`src/rtl/pst_pkg.sv`:
```
package pst_pkg;
  localparam int ADDR_W  = 32;
  localparam int SEC_W   = 2;
  localparam int SEG_W   = 13;
  localparam int PAGE_W  = 6;
  localparam int OFF_W   = 11;
  localparam int FRAME_W = ADDR_W - OFF_W;
  localparam int VPN_W   = SEC_W + SEG_W + PAGE_W;

  typedef enum logic [2:0] {
    XL_HIT         = 3'd0,
    XL_SEG_MISS    = 3'd1,
    XL_SEG_ABSENT  = 3'd2,
    XL_BOUNDS      = 3'd3,
    XL_PAGE_MISS   = 3'd4,
    XL_PAGE_ABSENT = 3'd5
  } xl_code_e;

  typedef struct packed {
    logic [SEC_W-1:0]  sec;
    logic [SEG_W-1:0]  seg;
    logic [PAGE_W-1:0] page;
  } vpn_t;
endpackage

```
`src/rtl/pst_desc_cache.sv`:
```
module pst_desc_cache #(
  parameter int IDX_W  = 5,
  parameter int TAG_W  = 10,
  parameter int DATA_W = 6
) (
  input  logic              clk,
  input  logic              rst_n,
  input  logic              flush,
  input  logic              wr_en,
  input  logic [IDX_W-1:0]  wr_idx,
  input  logic [TAG_W-1:0]  wr_tag,
  input  logic              wr_valid,
  input  logic              wr_present,
  input  logic [DATA_W-1:0] wr_data,
  input  logic [IDX_W-1:0]  rd_idx,
  input  logic [TAG_W-1:0]  rd_tag,
  output logic              rd_hit,
  output logic              rd_present,
  output logic [DATA_W-1:0] rd_data
);
  localparam int DEPTH = 1 << IDX_W;

  logic [DEPTH-1:0]  vld_q;
  logic [DEPTH-1:0]  prs_q;
  logic [TAG_W-1:0]  tag_q [DEPTH];
  logic [DATA_W-1:0] dat_q [DEPTH];
  logic [DEPTH-1:0]  wsel;

  // one write-select line per entry
  for (genvar e = 0; e < DEPTH; e++) begin : g_sel
    assign wsel[e] = wr_en && !flush && (wr_idx == IDX_W'(e));
  end

  always_ff @(posedge clk) begin
    if (!rst_n || flush) begin
      vld_q <= '0;
    end else begin
      for (int e = 0; e < DEPTH; e++) begin
        if (wsel[e]) vld_q[e] <= wr_valid;
      end
    end
  end

  always_ff @(posedge clk) begin
    for (int e = 0; e < DEPTH; e++) begin
      if (wsel[e]) begin
        tag_q[e] <= wr_tag;
        prs_q[e] <= wr_present;
        dat_q[e] <= wr_data;
      end
    end
  end

  assign rd_hit     = vld_q[rd_idx] && (tag_q[rd_idx] == rd_tag);
  assign rd_present = prs_q[rd_idx];
  assign rd_data    = dat_q[rd_idx];

  // after a flush cycle no entry can match
  assert_flush_clears_R10: assert property (@(posedge clk) disable iff (!rst_n)
    flush |=> !rd_hit)
    else $error("flush left a valid entry");
endmodule

```
`src/rtl/pst_classify.sv`:
```
module pst_classify
  import pst_pkg::*;
(
  input  logic              seg_hit,
  input  logic              seg_present,
  input  logic [PAGE_W-1:0] seg_limit,
  input  logic [PAGE_W-1:0] page,
  input  logic              pg_hit,
  input  logic              pg_present,
  output xl_code_e          code
);
  // fixed priority: segment miss, segment absent, bounds, page miss, page absent
  always_comb begin
    if (!seg_hit)                code = XL_SEG_MISS;
    else if (!seg_present)       code = XL_SEG_ABSENT;
    else if (page > seg_limit)   code = XL_BOUNDS;
    else if (!pg_hit)            code = XL_PAGE_MISS;
    else if (!pg_present)        code = XL_PAGE_ABSENT;
    else                         code = XL_HIT;
  end
endmodule

```
`src/rtl/pst_translator.sv`:
```
module pst_translator
  import pst_pkg::*;
#(
  parameter int SETS_PER_SEC = 8
) (
  input  logic                clk,
  input  logic                rst_n,
  input  logic                flush,
  input  logic                req_valid,
  output logic                req_ready,
  input  logic [ADDR_W-1:0]   req_vaddr,
  output logic                rsp_valid,
  input  logic                rsp_ready,
  output logic [ADDR_W-1:0]   rsp_paddr,
  output logic                rsp_hit,
  output logic                rsp_miss,
  output logic                rsp_fault,
  output logic [2:0]          rsp_code,
  input  logic                wr_en,
  input  logic                wr_kind,
  input  logic [VPN_W-1:0]    wr_vpn,
  input  logic                wr_valid,
  input  logic                wr_present,
  input  logic [FRAME_W-1:0]  wr_data
);
  localparam int SET_W    = $clog2(SETS_PER_SEC);
  localparam int IDX_W    = SEC_W + SET_W;
  localparam int SEG_TAG  = SEG_W - SET_W;
  localparam int PG_TAG   = SEG_W + PAGE_W - SET_W;

  vpn_t rq, wq;
  assign rq = vpn_t'(req_vaddr[ADDR_W-1:OFF_W]);
  assign wq = vpn_t'(wr_vpn);

  // ---- segment descriptor cache ----
  logic              s_hit, s_prs;
  logic [PAGE_W-1:0] s_lim;

  pst_desc_cache #(.IDX_W(IDX_W), .TAG_W(SEG_TAG), .DATA_W(PAGE_W)) u_seg (
    .clk(clk), .rst_n(rst_n), .flush(flush),
    .wr_en(wr_en && !wr_kind),
    .wr_idx({wq.sec, wq.seg[SET_W-1:0]}),
    .wr_tag(wq.seg[SEG_W-1:SET_W]),
    .wr_valid(wr_valid), .wr_present(wr_present),
    .wr_data(wr_data[PAGE_W-1:0]),
    .rd_idx({rq.sec, rq.seg[SET_W-1:0]}),
    .rd_tag(rq.seg[SEG_W-1:SET_W]),
    .rd_hit(s_hit), .rd_present(s_prs), .rd_data(s_lim)
  );

  // ---- page descriptor cache ----
  logic               p_hit, p_prs;
  logic [FRAME_W-1:0] p_frame;

  pst_desc_cache #(.IDX_W(IDX_W), .TAG_W(PG_TAG), .DATA_W(FRAME_W)) u_pg (
    .clk(clk), .rst_n(rst_n), .flush(flush),
    .wr_en(wr_en && wr_kind),
    .wr_idx({wq.sec, wq.page[SET_W-1:0]}),
    .wr_tag({wq.seg, wq.page[PAGE_W-1:SET_W]}),
    .wr_valid(wr_valid), .wr_present(wr_present),
    .wr_data(wr_data),
    .rd_idx({rq.sec, rq.page[SET_W-1:0]}),
    .rd_tag({rq.seg, rq.page[PAGE_W-1:SET_W]}),
    .rd_hit(p_hit), .rd_present(p_prs), .rd_data(p_frame)
  );

  xl_code_e code_d;

  pst_classify u_cls (
    .seg_hit(s_hit), .seg_present(s_prs), .seg_limit(s_lim),
    .page(rq.page), .pg_hit(p_hit), .pg_present(p_prs),
    .code(code_d)
  );

  // ---- result stage ----
  logic               accept;
  xl_code_e           code_q;
  logic [ADDR_W-1:0]  paddr_q;

  assign req_ready = !rsp_valid || rsp_ready;
  assign accept    = req_valid && req_ready;

  always_ff @(posedge clk) begin
    if (!rst_n) begin
      rsp_valid <= 1'b0;
      code_q    <= XL_SEG_MISS;
      paddr_q   <= '0;
    end else begin
      if (req_ready) rsp_valid <= req_valid;
      if (accept) begin
        code_q  <= code_d;
        paddr_q <= (code_d == XL_HIT) ? {p_frame, req_vaddr[OFF_W-1:0]} : '0;
      end
    end
  end

  assign rsp_code  = code_q;
  assign rsp_paddr = paddr_q;
  assign rsp_hit   = (code_q == XL_HIT);
  assign rsp_miss  = (code_q == XL_SEG_MISS) || (code_q == XL_PAGE_MISS);
  assign rsp_fault = (code_q == XL_SEG_ABSENT) || (code_q == XL_BOUNDS) ||
                     (code_q == XL_PAGE_ABSENT);

  assert_latency_R2: assert property (@(posedge clk) disable iff (!rst_n)
    (req_valid && req_ready) |=> rsp_valid)
    else $error("accepted request produced no result");

  assert_hold_R3: assert property (@(posedge clk) disable iff (!rst_n)
    (rsp_valid && !rsp_ready) |=> (rsp_valid && $stable(rsp_paddr) && $stable(rsp_code)))
    else $error("stalled result changed");

  assert_one_outcome_R9: assert property (@(posedge clk) disable iff (!rst_n)
    rsp_valid |-> ($countones({rsp_hit, rsp_miss, rsp_fault}) == 1))
    else $error("outcome flags not exclusive");

  assert_zero_addr_R9: assert property (@(posedge clk) disable iff (!rst_n)
    (rsp_valid && !rsp_hit) |-> (rsp_paddr == '0))
    else $error("address on a non-hit");

  assert_offset_pass_R1: assert property (@(posedge clk) disable iff (!rst_n)
    (req_valid && req_ready) |=> (!rsp_hit || rsp_paddr[OFF_W-1:0] == $past(req_vaddr[OFF_W-1:0])))
    else $error("offset altered");
endmodule

```
`config.mk`:
```
export PLATFORM = sky130hd
export DESIGN_NAME = pst_translator
export DESIGN_NICKNAME = d
export VERILOG_FILES = /design/src/rtl/pst_pkg.sv /design/src/rtl/pst_desc_cache.sv /design/src/rtl/pst_classify.sv /design/src/rtl/pst_translator.sv
export SDC_FILE = /design/constraint.sdc
export NUM_CORES = 2
export LEC_CHECK = 0
export BUFFER_PORTS_ARGS = -buffer_cell sky130_fd_sc_hd__buf_4
export CAP_MARGIN = 20
export CORE_MARGIN = 5
export CORE_UTILIZATION = 38
export CTS_CLUSTER_DIAMETER = 150
export DETAILED_ROUTE_END_ITERATION = 8
export RECOVER_POWER = 100
export SYNTH_ARGS = -nofsm -noshare
export SYNTH_HDL_FRONTEND = slang
export SYNTH_SLANG_ARGS = --single-unit
```
`constraint.sdc`:
```
create_clock -name clk -period 4.47 [get_ports clk]
set_input_delay 0 -clock clk [delete_from_list [all_inputs] [get_ports clk]]
set_output_delay 0 -clock clk [all_outputs]
set_load 0.02 [all_outputs]
```
=== Word level (Yosys, flattened, before mapping) ===
Memories as Yosys holds them, arrays and structs flattened.
Cells that the tools add are included.

* Flip-flop bits (word level): 164
* Output and inout port bits: 40
* RAM bits: 1,696
* Memories: 4

* Reduce and logical (&&, ||, !) cells: 208
* Equality and inequality tests: 69
* $lt $le $gt $ge: 3
* Multiplexer cells: 514

{| class="wikitable"
|+ Memory list
! name !! depth !! width !! rd ports !! clocked after memory_dff !! wr ports !! RTL line !! RTL
|-
| u_pg.dat_q || 32 || 21 || 1 || 0 || 1 || pst_desc_cache.sv:26 || <nowiki>logic [DATA_W-1:0] dat_q [DEPTH];</nowiki>
|-
| u_pg.tag_q || 32 || 16 || 1 || 0 || 1 || pst_desc_cache.sv:25 || <nowiki>logic [TAG_W-1:0] tag_q [DEPTH];</nowiki>
|-
| u_seg.tag_q || 32 || 10 || 1 || 0 || 1 || pst_desc_cache.sv:25 ||
|-
| u_seg.dat_q || 32 || 6 || 1 || 0 || 1 || pst_desc_cache.sv:26 ||
|}

{| class="wikitable"
|+ Operators with widths
! operator !! number
|-
| 2-to-1 mux 21 bit || 31
|-
| OR reduction 21 bit || 31
|-
| 2-to-1 mux 5 bit || 124
|-
| 2-to-1 mux 16 bit || 31
|-
| OR reduction 16 bit || 31
|-
| 2-to-1 mux 10 bit || 31
|-
| OR reduction 10 bit || 31
|-
| 2-to-1 mux 1 bit || 256
|-
| 2-to-1 mux 6 bit || 31
|-
| OR reduction 6 bit || 31
|-
| == test 5 bit, second input constant || 32
|-
| == test 5 x 4 -> 1 bit, second input constant || 16
|-
| logical AND 1 bit || 71
|-
| == test 5 x 3 -> 1 bit, second input constant || 8
|-
| 2-to-1 mux 32 bit || 1
|-
| binary-select mux 1 bit (select 5 bit) || 4
|-
| == test 5 x 2 -> 1 bit, second input constant || 4
|-
| == test 16 bit || 1
|-
| 2-to-1 mux 3 bit || 5
|-
| < comparator 5 x 6 -> 1 bit, second input constant || 2
|-
| == test 10 bit || 1
|-
| == test 5 x 1 -> 1 bit, second input constant || 2
|-
| logical NOT 5 bit || 2
|-
| == test 3 x 2 -> 1 bit, second input constant || 2
|-
| 6 further kinds || 15
|}

=== Depth between registers and ports, before layout ===
* Depth in word-level cells: 38
* Mapped depth: 20
* Depth with buffers taken out: 13

=== By module ===
Synthesis repeated with hierarchy kept, for this count alone.

* Cell total of the unflattened synthesis: 3,479
* Area total of the unflattened synthesis: 72,281.8 µm²

{| class="wikitable"
|+ Modules (own cells, without submodules)
! module !! cells each !! times used !! sequential area each (µm²) !! area each (µm²)
|-
| pst_desc_cache (u_pg) || 2,166 || 1 || 37,155.6 || 48,043.6
|-
| pst_desc_cache (u_seg) || 1,109 || 1 || 16,976.3 || 22,485.3
|-
| pst_translator || 174 || 1 || 720.7 || 1,549.0
|-
| pst_classify || 30 || 1 || 0.0 || 203.9
|}

=== Worst setup path before layout ===
No wires, ideal clock.

* Kind: input to register
* From: input req_vaddr[17]
* To: register paddr_q[24] (netlist: rsp_paddr[24])
* Stages: 20
* Arrival: 4.624 ns
* Path slack: -0.221 ns
* Path buffers: 7
* Required time: 4.403 ns
* Path through: buf_4 -> buf_6 -> buf_2 -> buf_4 -> buf_1 -> buf_2 -> mux4_2 -> mux4_2 -> mux2i_1 -> ha_1 -> nor2b_1 -> o21a_1 -> o21a_1 -> o21a_1 -> o21ai_0 -> a32oi_1 -> nor2_1 -> clkbuf_1 -> nand4_1 -> o21ai_2

* Longest elaborated chain between the ends: 8

{| class="wikitable"
|+ RTL lines
! what !! RTL line !! RTL
|-
| from (decl) || pst_translator.sv:11 || <nowiki>input logic [ADDR_W-1:0] req_vaddr,</nowiki>
|-
| parallel branches: the longest is 5 deep, another holds memory (32 x 6 bit) || -- ||
|-
| 2-to-1 mux 3 bit (*) || pst_classify.sv:14 || <nowiki>if (!seg_hit) code = XL_SEG_MISS;</nowiki>
|-
| logical NOT 3 bit (*) || pst_translator.sv:92 || <nowiki>paddr_q <= (code_d == XL_HIT) ? {p_frame, req_vaddr[OFF_W-1:0]} : '0;</nowiki>
|-
| 2-to-1 mux 32 bit (*) || pst_translator.sv:92 ||
|-
| to (signal assigned) || pst_translator.sv:92 ||
|-
| to (decl) || pst_translator.sv:78 || <nowiki>logic [ADDR_W-1:0] paddr_q;</nowiki>
|}

Every way passes the cells marked *. The select of a mux whose other input is x is not followed.
A chain may end at the register's enable or synchronous reset.

=== Worst setup path in the final report ===
* From: input wr_kind
* To: memory u_pg.dat_q[22][14] (netlist name), enable pin

{| class="wikitable"
|+ RTL lines
! what !! RTL line !! RTL
|-
| from (decl) || pst_translator.sv:20 || <nowiki>input logic wr_kind,</nowiki>
|-
| logical AND 1 bit (*) || pst_translator.sv:57 || <nowiki>.wr_en(wr_en && wr_kind),</nowiki>
|-
| logical AND 1 bit (*) (2 in series) || pst_desc_cache.sv:31 || <nowiki>assign wsel[e] = wr_en && !flush && (wr_idx == IDX_W'(e));</nowiki>
|-
| net u_pg.wsel[22] || pst_desc_cache.sv:27 || <nowiki>logic [DEPTH-1:0] wsel;</nowiki>
|-
| 2-to-1 mux 1 bit (*) || pst_desc_cache.sv:46 || <nowiki>if (wsel[e]) begin</nowiki>
|-
| 2-to-1 mux 1 bit (not written as such) (*) || pst_desc_cache.sv:49 || <nowiki>dat_q[e] <= wr_data;</nowiki>
|-
| OR reduction 21 bit (no line) || -- ||
|-
| 2-to-1 mux 5 bit (no line) or 2-to-1 mux 1 bit (tied branches) (10 in series) || -- ||
|-
| to (decl) || pst_desc_cache.sv:26 ||
|}

Mark *: on every way through the listed nets, which the timed path passes. The rest lies on a longest branch.

==> metrics.txt <==
r2r startpoint u_pg.tag_q[23][2]; DR vias 36,590; post-synthesis sequential area ratio 76.04%; highest-delay cell along the critical path nor2_1; CTS clock-pin slew for the worst setup and hold paths 70 ps; die height 445.7 microns; fin area 82,600 sq um; Placer Congestion 0.7740; syn nets 3,572; commonest non-fill, non-tap cell in the layout edfxtp_1; final slew viol count 2,520; Worst Path Max Fanout 24; fmax 0.2268 GHz; count of different cell masters after synthesis 56; clock sink count 1,860; Root Driver clkbuf_16; Initial Utilization 38.05%; Setup WS post-layout 61.14 ps; Worst Path Buf+Inv 3; num rows 160; P_int 28,210 uW; min cycle time layout 4409 ps; Mean Syn Cell Area 20.71 sq um; clock power share 41.4%; Nets 3,891; number of synthesized register bits 1,860; Startpoint Class input port; Worst Hold End u_pg.vld_q[29]; final worst clock skew 27.82 ps; Core ar. 189,600 sq um; grt met2 use 31.37%; status finished with violations; GRT Overall Usage 19.32%; fillcell total 16,270; ys async rst share 0%; EDFF count, synth 1,760; Max VDD drop 0.3529 mV; Die Area 198,700 sq um; layout cells sized above 1 23.26%; met3 Use GR 3.864%; Synth-to-Final Area Change 14.50%; hold path start wr_vpn[1]; FF-to-FF End rsp_code[2]; Total Neg Setup Slack 0 ps; Hold Path Class input port to register; Gate Count Post-Synth 3,483; HPWL Detailed 105,100 microns; most frequent cells in the layout 1,760 x edfxtp_1, 431 x mux4_2, 218 x mux2i_1, 195 x nand2_1, 187 x clkbuf_16; Starting DRT DRC Count 4,336; Cell Chain, Critical Path dlygate4sd3_1, clkbuf_1, and3_1, nand2_1, nor2_1, clkbuf_2; port buffer count 122; clock buffer count from CTS 182; RSZ-0062 raised after global routing false; worst slew pin tran 3225 ps; drc violations 0; largest net degree at the start of global routing 96; number of cells on the worst reg-to-reg path 9; first-pass GRT wire length 273,600 microns; sw frac 21.15%; worst skew pair latency 810 ps; CTS H-Tree Depth 4; period utilization 98.63%; leakage 0.02588 uW; gr ovfl total 0; max incr delay on CP 2250 ps; failing checks negative hold slack, max-capacitance violations, max-slew violations; GRT met1 Usage 26.69%; final hold vios 4; post-DR vias/cell 5.653; Crit path required time 4890 ps; DRT antenna net count 0; post-CTS setup buffers 0; sequential power share 53.5%; Ports 123; Routed WL 194,700 microns; Placed Area 77,000 sq um; Arr. time, crit path 4820 ps; Top Family by Delay on Critical Path simple AND/OR/NAND/NOR gates; FF+latch area 54,850 sq um; setup violators final 0; Multi-input gate area 16,410 sq um; DR pass1 iterations 5; WHS Path Cells 5; dominant synthesized flop cell edfxtp_1; number of global-route vias before repair 36,610; CTS max path bufs 3; initial antenna violation count 7; switching power 7568 uW; Cell Area, Synth 72,140 sq um; grt peak-use layer met2; die width 445.7 microns; Fin Hold WS -95.73 ps; Pwr Density 433.1 nW/um^2; R2R Setup Slk 210 ps; combinational share of power 5.1%; yosys warns 0; crit path kind input port to register; CP endpoint kind register; TritonCTS clock tree done; per-cell routed wire length 30.08 microns; DP Worst Slack 99.19 ps; max-cap viol count 74; Worst slew margin -115.0%
cells by family (layout without fill, tap and decap cells):
| kind of cell | count (synthesis) | after routing | synth area share, % |
|---|---|---|---|
| buffers and inverters | 205 | 677 | 1.400 |
| flip-flops | 1860 | 1860 | 76.04 |
| multiplexers | 670 | 670 | 16.81 |
| XOR/XNOR | 23 | 23 | 0.2792 |
| AO/OA/AOI/OAI | 300 | 300 | 2.702 |
| adder cells (fa/ha/maj) | 6 | 6 | 0.1041 |
| AND/OR/NAND/NOR | 419 | 419 | 2.671 |
| other | 0 | 7 | 0 |
power by group through the flow:
stage          logic, uW  registers [uW]  clock network [uW]
2_1_floorplan       1010           19500                   0
3_3_place_gp        1780           19500                   0
3_5_place_dp        1800           19500                   0
4_1_cts             1860           19100               15100
5_1_grt             1930           19100               15900
6_report            1810           19200               14800
final cells by class:
class	count	area share, %
Sequential cell	1860	66.40
Multi-Input combinational cell	1418	19.87
Clock buffer	242	5.992
Tap cell	2511	3.803
Timing Repair Buffer	335	2.940
Clock inverter	95	0.9482
Inverter	5	0.02272
Antenna cell	7	0.02121
stage by stage:
stage / util [%] / instances / hold slack, ps / power (uW)
final: 43.57 / 6473 / -95.73 / 35780
after detailed placement: 40.62 / 6052 / 283.9 / 21300
after global placement: 40.62 / 6052 / 277.6 / 21270
after CTS: 44.04 / 6465 / 1.140 / 36060
after floorplan: - / 3483 / 98.87 / 20510
after global routing: 43.56 / 6467 / -112.1 / 36950
Yosys cell counts (all sizes together), types with 2 or more instances:
cell | n | area (sq um)
nand4 | 41 | 256.5
or3 | 5 | 31.28
and3 | 4 | 25.02
xnor2 | 17 | 148.9
and2 | 5 | 31.28
nand3 | 33 | 165.2
edfxtp | 1760 | 52850
o211ai | 2 | 15.01
or2 | 2 | 12.51
a21boi | 2 | 15.01
nand4b | 2 | 17.52
nand2 | 195 | 732.0
a32o | 3 | 30.03
a31oi | 5 | 31.28
nor4 | 4 | 31.28
buf | 118 | 683.2
mux4 | 431 | 9707
nor3 | 9 | 45.04
xor2 | 6 | 52.55
a21oi | 78 | 390.4
nand2b | 10 | 62.56
nor2b | 11 | 68.82
o21ai | 96 | 593.1
clkbuf | 82 | 307.8
nor2 | 88 | 330.3
mux2 | 21 | 236.5
inv | 4 | 15.01
a22oi | 73 | 548.0
a22o | 3 | 26.28
ha | 6 | 75.07
a221oi | 17 | 148.9
mux2i | 218 | 2182
o21a | 3 | 22.52
o22ai | 12 | 75.07
nand3b | 2 | 15.01
dfxtp | 100 | 2002
state kept, by name (all words and copies together), names as in the netlist:
| name | count |
|---|---|
| rsp_code | 3 |
| u_pg.dat_q | 672 |
| rsp_valid | 1 |
| u_seg.prs_q | 32 |
| u_pg.prs_q | 32 |
| u_seg.vld_q | 32 |
| u_seg.dat_q | 192 |
| u_pg.vld_q | 32 |
| u_pg.tag_q | 512 |
| u_seg.tag_q | 320 |
| rsp_paddr | 32 |
repair_timing:
item / CTS / global route
hold endpoints to repair: 1952 / 0
gates resized for setup: 0 / 1
hold buffers: 76 / 0
endpoints found under the setup margin: 0 / 1
how the worst max path moves through the flow:
| stage | startpoint | endpoint | slack, ps | cells after the start |
|---|---|---|---|---|
| 6_report | wr_kind | u_pg.dat_q[22][14] | 60 | 6 |
| 5_1_grt | u_seg.dat_q[23][1] | rsp_code[0] | 20 | 15 |
| 4_1_cts | u_seg.dat_q[22][1] | rsp_code[0] | 220 | 15 |
| 3_5_place_dp | req_vaddr[17] | rsp_paddr[10] | 100 | 17 |
| 3_3_place_gp | req_vaddr[17] | rsp_paddr[31] | 60 | 17 |
| 2_1_floorplan | req_vaddr[17] | rsp_paddr[24] | 30 | 20 |
worst register-to-register path: cells and delay by family (launching register included):
family	cells	cell delay [ps]
compound gates	1	220
xor+xnor	1	250
buf+inv	1	770
mux	3	1320
simple gates	3	1250
flops	1	360
routing by layer:
layer  part of all wire (%)  vias to the layer above
met5                 0.0067                        -
met4                    2.9                        2
met3                    7.5                      307
met2                     48                     1486
met1                     41                    19710
li1                       -                    15090
No activity file was read; power rests on OpenSTA's default activity.
